File: config.mk
export PLATFORM = sky130hd
export DESIGN_NAME = csm_rank_match
export DESIGN_NICKNAME = d
export VERILOG_FILES = /design/src/rtl/csm_pkg.sv /design/src/rtl/csm_rank_cmp.sv /design/src/rtl/csm_first_pick.sv /design/src/rtl/csm_rank_match.sv
export SDC_FILE = /design/constraint.sdc
export NUM_CORES = 1
export LEC_CHECK = 0
export ABC_CLOCK_PERIOD_IN_PS = 1150
export BUFFER_PORTS_ARGS = -buffer_cell sky130_fd_sc_hd__clkbuf_2
export CORE_AREA = 4 4 338 340
export DETAILED_ROUTE_END_ITERATION = 8
export DIE_AREA = 0 0 342 344
export GPL_TIMING_DRIVEN = 0
export PLACE_DENSITY = 0.3
export SLEW_MARGIN = 0
export SYNTH_ARGS = -nofsm -noshare
export SYNTH_HDL_FRONTEND = slang
export SYNTH_HIERARCHICAL = 1
export SYNTH_SLANG_ARGS = --single-unit
File: constraint.sdc
create_clock -name clk -period 1.15 [get_ports clk]
set_clock_uncertainty 0.1 [all_clocks]
set_input_delay 0.0575 -clock clk [delete_from_list [all_inputs] [get_ports clk]]
set_output_delay 0.0575 -clock clk [all_outputs]
set_load 0.005 [all_outputs]
File: src/rtl/csm_pkg.sv
package csm_pkg;
    localparam int unsigned RANK_IDX_W = 3;
    localparam int unsigned DIMM_IDX_W = 2;

    typedef struct packed {
        logic                  valid;
        logic                  hit;
        logic [RANK_IDX_W-1:0] rank;
        logic [DIMM_IDX_W-1:0] dimm;
    } match_res_t;
endpackage

File: src/rtl/csm_rank_cmp.sv
module csm_rank_cmp #(
    parameter int unsigned       WORD_W     = 32,
    parameter logic [WORD_W-1:0] FIELD_MASK = 32'h1FF83FE0
) (
    input  logic              clk,
    input  logic              rst_n,
    input  logic [WORD_W-1:0] addr_field,
    input  logic [WORD_W-1:0] base_word,
    input  logic [WORD_W-1:0] mask_word,
    output logic              agree
);
    localparam int unsigned ALIGN_W = WORD_W + 8;

    logic [ALIGN_W-1:0] addr_al;
    logic [ALIGN_W-1:0] base_al;
    logic [ALIGN_W-1:0] mask_al;

    always_comb begin
        addr_al = {addr_field & FIELD_MASK, 8'h00};
        base_al = {base_word  & FIELD_MASK, 8'h00};
        mask_al = {mask_word  & FIELD_MASK, 8'h00};
        agree   = base_word[0] && ((addr_al & ~mask_al) == (base_al & ~mask_al));
    end

    // a disabled rank must never agree
    p_agree_needs_enable_r1: assert property (@(posedge clk) disable iff (!rst_n)
        agree |-> base_word[0]);
endmodule

File: src/rtl/csm_first_pick.sv
module csm_first_pick #(
    parameter int unsigned N  = 8,
    parameter int unsigned IW = $clog2(N)
) (
    input  logic          clk,
    input  logic          rst_n,
    input  logic [N-1:0]  req,
    output logic          found,
    output logic [IW-1:0] idx
);
    always_comb begin
        found = 1'b0;
        idx   = '0;
        for (int i = N - 1; i >= 0; i--) begin
            if (req[i]) begin
                found = 1'b1;
                idx   = IW'(i);
            end
        end
    end

    // the picked entry is a requester and nothing lower requested
    p_pick_is_req_r4: assert property (@(posedge clk) disable iff (!rst_n)
        found |-> req[idx]);
    p_pick_lowest_r4: assert property (@(posedge clk) disable iff (!rst_n)
        found |-> ((req & ((N'(1) << idx) - N'(1))) == '0));
    p_pick_none_r5: assert property (@(posedge clk) disable iff (!rst_n)
        (req == '0) |-> (!found && idx == '0));
endmodule

File: src/rtl/csm_rank_match.sv
module csm_rank_match
    import csm_pkg::*;
#(
    parameter int unsigned       ADDR_W     = 48,
    parameter int unsigned       WORD_W     = 32,
    parameter int unsigned       NUM_RANK   = 8,
    parameter int unsigned       NUM_CTRL   = 2,
    parameter logic [WORD_W-1:0] FIELD_MASK = 32'h1FF83FE0
) (
    input  logic                               clk,
    input  logic                               rst_n,
    input  logic                               req_valid,
    input  logic [ADDR_W-1:0]                  chan_addr,
    input  logic                               channel_sel,
    input  logic                               ganged,
    input  logic [NUM_CTRL*NUM_RANK*WORD_W-1:0]   base_words,
    input  logic [NUM_CTRL*NUM_RANK/2*WORD_W-1:0] mask_words,
    input  logic [WORD_W-1:0]                  spare_status,
    output logic                               out_valid,
    output logic                               hit,
    output logic [RANK_IDX_W-1:0]              rank_idx,
    output logic [DIMM_IDX_W-1:0]              dimm_idx
);
    localparam int unsigned NUM_MASK  = NUM_RANK / 2;
    localparam int unsigned FIELD_LO  = 8;
    localparam int unsigned FIELD_HI  = FIELD_LO + WORD_W - 1;
    localparam int unsigned SWAP_BASE = 1;
    localparam int unsigned SWAP_STEP = 2;
    localparam int unsigned BAD_BASE  = 4;
    localparam int unsigned BAD_STEP  = 4;

    logic                  ctrl_sel;
    logic [WORD_W-1:0]     addr_field;
    logic [WORD_W-1:0]     base_sel [NUM_RANK];
    logic [WORD_W-1:0]     mask_sel [NUM_RANK];
    logic [NUM_RANK-1:0]   agree_vec;
    logic [NUM_RANK-1:0]   spare_vec;
    logic                  m_found;
    logic [RANK_IDX_W-1:0] m_idx;
    logic                  s_found;
    logic [RANK_IDX_W-1:0] s_idx;
    logic                  swap_done;
    logic [RANK_IDX_W-1:0] bad_rank;
    logic                  unused_addr_bits;
    match_res_t            res_d;
    match_res_t            res_q;

    assign ctrl_sel         = ganged ? 1'b0 : channel_sel;
    assign addr_field       = chan_addr[FIELD_HI:FIELD_LO];
    assign unused_addr_bits = ^{chan_addr[ADDR_W-1:FIELD_HI+1], chan_addr[FIELD_LO-1:0]};

    for (genvar g = 0; g < NUM_RANK; g++) begin : g_rank
        assign base_sel[g]  = base_words[(int'(ctrl_sel) * NUM_RANK + g) * WORD_W +: WORD_W];
        assign mask_sel[g]  = mask_words[(int'(ctrl_sel) * NUM_MASK + g / 2) * WORD_W +: WORD_W];
        assign spare_vec[g] = base_sel[g][1];

        csm_rank_cmp #(
            .WORD_W     (WORD_W),
            .FIELD_MASK (FIELD_MASK)
        ) u_cmp (
            .clk        (clk),
            .rst_n      (rst_n),
            .addr_field (addr_field),
            .base_word  (base_sel[g]),
            .mask_word  (mask_sel[g]),
            .agree      (agree_vec[g])
        );
    end

    csm_first_pick #(.N(NUM_RANK), .IW(RANK_IDX_W)) u_pick_match (
        .clk   (clk),
        .rst_n (rst_n),
        .req   (agree_vec),
        .found (m_found),
        .idx   (m_idx)
    );

    csm_first_pick #(.N(NUM_RANK), .IW(RANK_IDX_W)) u_pick_spare (
        .clk   (clk),
        .rst_n (rst_n),
        .req   (spare_vec),
        .found (s_found),
        .idx   (s_idx)
    );

    assign swap_done = spare_status[SWAP_BASE + SWAP_STEP * int'(channel_sel)];
    assign bad_rank  = spare_status[BAD_BASE + BAD_STEP * int'(channel_sel) +: RANK_IDX_W];

    always_comb begin
        res_d       = res_q;
        res_d.valid = req_valid;
        if (req_valid) begin
            res_d.hit  = m_found;
            res_d.rank = '0;
            if (m_found) begin
                if (swap_done && (m_idx == bad_rank) && s_found) begin
                    res_d.rank = s_idx;
                end else begin
                    res_d.rank = m_idx;
                end
            end
            res_d.dimm = DIMM_IDX_W'(res_d.rank >> 1);
        end
    end

    always_ff @(posedge clk or negedge rst_n) begin
        if (!rst_n) begin
            res_q <= '0;
        end else begin
            res_q <= res_d;
        end
    end

    assign out_valid = res_q.valid;
    assign hit       = res_q.hit;
    assign rank_idx  = res_q.rank;
    assign dimm_idx  = res_q.dimm;

    // one-cycle latency of the valid strobe
    p_valid_latency_r9: assert property (@(posedge clk) disable iff (!rst_n)
        out_valid == $past(req_valid));
    // outputs hold when no request was presented
    p_hold_idle_r9: assert property (@(posedge clk) disable iff (!rst_n)
        !req_valid |=> ($stable(hit) && $stable(rank_idx) && $stable(dimm_idx)));
    // a miss reports zero indices
    p_miss_zero_r5: assert property (@(posedge clk) disable iff (!rst_n)
        (out_valid && !hit) |-> (rank_idx == '0 && dimm_idx == '0));
    // without a completed swap the winner is reported unchanged
    p_no_swap_keep_r7: assert property (@(posedge clk) disable iff (!rst_n)
        (req_valid && m_found && !swap_done) |=> (rank_idx == $past(m_idx)));
    // a redirect lands on a spare-flagged rank
    p_redirect_spare_r7: assert property (@(posedge clk) disable iff (!rst_n)
        (req_valid && m_found && swap_done && m_idx == bad_rank && s_found)
            |=> (rank_idx == $past(s_idx)));
endmodule

==> impl_summary.md <==
Clocking
The number of sinks driven by the clock tree is 5. The later-pin clock latency in the skew report is ~0.22 ns. The clock tree from TritonCTS is done. The number of buffers inserted during clock tree synthesis is 3.

The number of buffers on the longest clock path is 2. The clock slew at the register clock pins of the worst setup and hold paths is 0.03 ns. The tree is rooted in a sky130_fd_sc_hd__clkbuf_16.

The maximum level of the CTS H-tree is 1.

Routing
The pre-antenna-repair detailed-routing pass consisted of 4 iterations. The total wirelength of the detailed-routed design is approximately 63,000 um. In this run the top signal layer used is met5. In the detailed route, the total length drawn on met3 is 5050 um. The routed wire length on met2 is between 20,000 and 30,000 um. For this block, the initial DRC count from the detailed router was 174. The average routed wire per standard cell is 23.6 um. The residual DRC count is 0.

In the final routing, the length of wire on met1 measures about 29,000 um. For this block, the via count after detailed routing is 7,146. The average via count per standard cell is roughly 2.7. The count of nets left with antenna violations after detail routing is 0.

STA
For the pin with the worst max-slew slack, the measured transition is 0.747 ns. The final-report max-slew violation count is 0. The final number of setup-violating endpoints is 4. The worst max-slew margin expressed relative to the limit is 50.2%. The final period demand of the worst path is 3.55 ns. The hold violation count in the final report was 0. The maximum achievable frequency is 281 MHz. Setup repair after global routing could not meet its margin everywhere.

After layout, the worst path uses 309% of the clock period. The worst setup slack after layout is -2.40 ns.

Critical path
Along the worst path, the maximum fanout reaches 8. The type of element launching the critical path is an input pin. The signal on the critical path passes through buf_12, or2b_1, clkbuf_16, clkbuf_8, buf_8, mux2_2, xnor2_2, o22ai_4, nor4_1, and4_4, nor2_2, o21ai_2, a211oi_2, buf_4, xnor2_4, or4_4, o221ai_2. For the worst flop-to-flop path, the logic depth is 1. The endpoint identified for the worst register-to-register timing path is hit. The worst-case register-to-register setup slack is 0.31 ns. The endpoint required time on the critical path is 1.19 ns. By startpoint and endpoint, the worst setup path is classified as in -> reg. Data on the critical path arrives at its endpoint at approximately 3.6 ns. The worst setup path is captured at a flop. In this design, the largest share of critical-path delay is due to simple AND/OR/NAND/NOR gates.

The startpoint of the most critical register-to-register path is hit. The slowest library cell on the worst path is sky130_fd_sc_hd__or4_4. The number of buffers and inverters on the critical path is 5. For this run, the slowest stage of the critical path takes 0.60 ns.

Floorplanning
The floorplan step defined a core boundary enclosing 0.112 sq mm. The floorplan step set the die width to 342 um. The floorplan has 123 rows. The die is 344 um tall. For this design the top-level I/O count stands at 860.

Once the floorplan was initialized, standard cells occupied 4.96% of the core. The total die area is around 0.12 sq mm.

Outcome
The checks that failed: negative setup slack. The run finished, with violations left.

Run
The tool flagged a number of max-cap violations equal to 0.

Yosys
The mapped cell area is 0.00553 sq mm. During synthesis, Yosys emitted a total of 6 warnings. In the synthesized netlist, the number of instances is 619. Counting every net in the synthesized netlist gives 1,472.

The mean cell area of the mapped netlist is 8.93 sq um.

Finish
After the flow finishes, the layout carries non-filler instances totaling between 2,000 and 3,000. The area of all placed cells without fillers is between 0.01 and 0.015 sq mm. The area added between synthesis and finish is 108%. The number of inserted filler cells in the final layout is 13,092. The post-route netlist has 80.8% of its cells at a drive strength greater than 1. At the end of the flow, the number of nets in the layout was 2,027.

Global routing
The combined global-route utilization of all metal layers is 10.1%. Entering global routing, the biggest net connects 11 pins. The initial antenna violation count is 18. The number of global-route vias before repair is 7,875. The leftover overflow at the end of global routing is 0.

The first global-routing pass estimated around 77,000 um of wire.

Place
Buffers placed on the I/O ports in this run total between 500 and 600. The post-DP HPWL is 58,200 um. At the end of routability-driven placement, the weighted congestion stood at about 0.80. The number of placed instances, taps included, is approximately 2,600.

The placed cell area is 0.0102 sq mm.

Power
IR analysis of the VDD net gives a maximum drop of 0.388 mV. Power spread over the standard cell area amounts to 510 mW/mm^2. The total leakage power is 4.71 nW.

Min path
The min-delay analysis places its worst path in the category in -> async.
## how the worst max path moves through the flow
stage | endpoint | cells after the start | slack [ns] | start
floorplan | dimm_idx[1] | 15 | -1.92 | channel_sel
global placement | rank_idx[0] | 15 | -3.94 | channel_sel
detailed placement | dimm_idx[1] | 15 | -3.97 | channel_sel
CTS | dimm_idx[1] | 15 | -2.54 | channel_sel
global route | rank_idx[0] | 17 | -2.57 | channel_sel
finish | rank_idx[0] | 17 | -2.40 | channel_sel
## power by group
part	switching [mW]	internal [mW]
Combinational	2.68	2.45
Clock	0.106	0.453
Sequential	0.00152	0.181
## through the flow
| step | setup slack [ns] | hold slack [ns] | TNS [ns] | power (mW) | util (%) |
|---|---|---|---|---|---|
| 3_3_place_gp | -3.94 | -0.215 | -15.25 | 4.78 | 9.17 |
| 6_report | -2.40 | 0.112 | -9.15 | 5.87 | 10.3 |
| 5_1_grt | -2.57 | 0.130 | -9.73 | 6.31 | 10.3 |
| 3_5_place_dp | -3.97 | -0.220 | -15.32 | 4.79 | 9.17 |
| 4_1_cts | -2.54 | 0.107 | -9.68 | 5.82 | 9.85 |
| 2_1_floorplan | -1.92 | -0.338 | -7.20 | 2.28 | - |
## sequential cells by signal (all words and copies together) (netlist names)
name / count
dimm_idx: 2
hit: 1
out_valid: 1
rank_idx: 1
## cells in the final DEF (no fill, tap or decap), types with 2 or more instances in the layout
cell type,n
sky130_fd_sc_hd__clkbuf_2,525
sky130_fd_sc_hd__mux2_2,238
sky130_fd_sc_hd__xnor2_1,120
sky130_fd_sc_hd__o22ai_1,45
sky130_fd_sc_hd__xnor2_2,28
sky130_fd_sc_hd__buf_4,27
sky130_fd_sc_hd__nor2_1,23
sky130_fd_sc_hd__o22ai_4,14
sky130_fd_sc_hd__o22ai_2,13
sky130_fd_sc_hd__buf_6,12
sky130_fd_sc_hd__buf_2,10
sky130_fd_sc_hd__mux2_4,8
sky130_fd_sc_hd__and4_4,8
sky130_fd_sc_hd__buf_12,7
sky130_fd_sc_hd__clkbuf_16,7
sky130_fd_sc_hd__xnor2_4,7
sky130_fd_sc_hd__o21ai_2,7
sky130_fd_sc_hd__nor4_2,7
sky130_fd_sc_hd__diode_2,6
sky130_fd_sc_hd__inv_1,5
sky130_fd_sc_hd__dfrtp_1,5
sky130_fd_sc_hd__buf_8,4
sky130_fd_sc_hd__nor2_4,4
sky130_fd_sc_hd__mux2i_1,3
sky130_fd_sc_hd__nand3_1,3
sky130_fd_sc_hd__and3_1,3
sky130_fd_sc_hd__o41ai_2,3
sky130_fd_sc_hd__o221ai_2,3
sky130_fd_sc_hd__nor4_1,3
sky130_fd_sc_hd__nor2b_1,3
sky130_fd_sc_hd__nand2_1,2
sky130_fd_sc_hd__clkbuf_8,2
sky130_fd_sc_hd__o21ai_4,2
sky130_fd_sc_hd__dlygate4sd3_1,2
sky130_fd_sc_hd__o21bai_1,2
sky130_fd_sc_hd__nor4_4,2
## cell type report
| type | count | area, sq um | area share (%) |
|---|---|---|---|
| Multi-Input combinational cell | 563 | 6010 | 52.1 |
| Timing Repair Buffer | 552 | 2910 | 25.3 |
| Tap cell | 1500 | 1880 | 16.3 |
| Buffer | 44 | 488 | 4.23 |
| Sequential cell | 5 | 125 | 1.09 |
| Clock buffer | 3 | 75.1 | 0.651 |
| Inverter | 5 | 18.8 | 0.163 |
| Antenna cell | 6 | 15.0 | 0.130 |
| Clock inverter | 1 | 5.00 | 0.0434 |
## metal layers
layer / global-route usage, % / up-vias
met3: 2.70 / 34
met1: 13.2 / 3227
met4: 1.14 / 8
met5: 0 / -
met2: 17.1 / 449
li1: - / 3428
## repair_timing
item / CTS / global route
hold buffers: 2 / 0
cloned: 2 / 0
setup endpoints to repair: 4 / 4
pin swaps: 19 / 31
resized for setup: 99 / 63
buffers inserted: 9 / 14
endpoints found under the hold margin: 6 / 0
(Power assumes the default switching activity.)
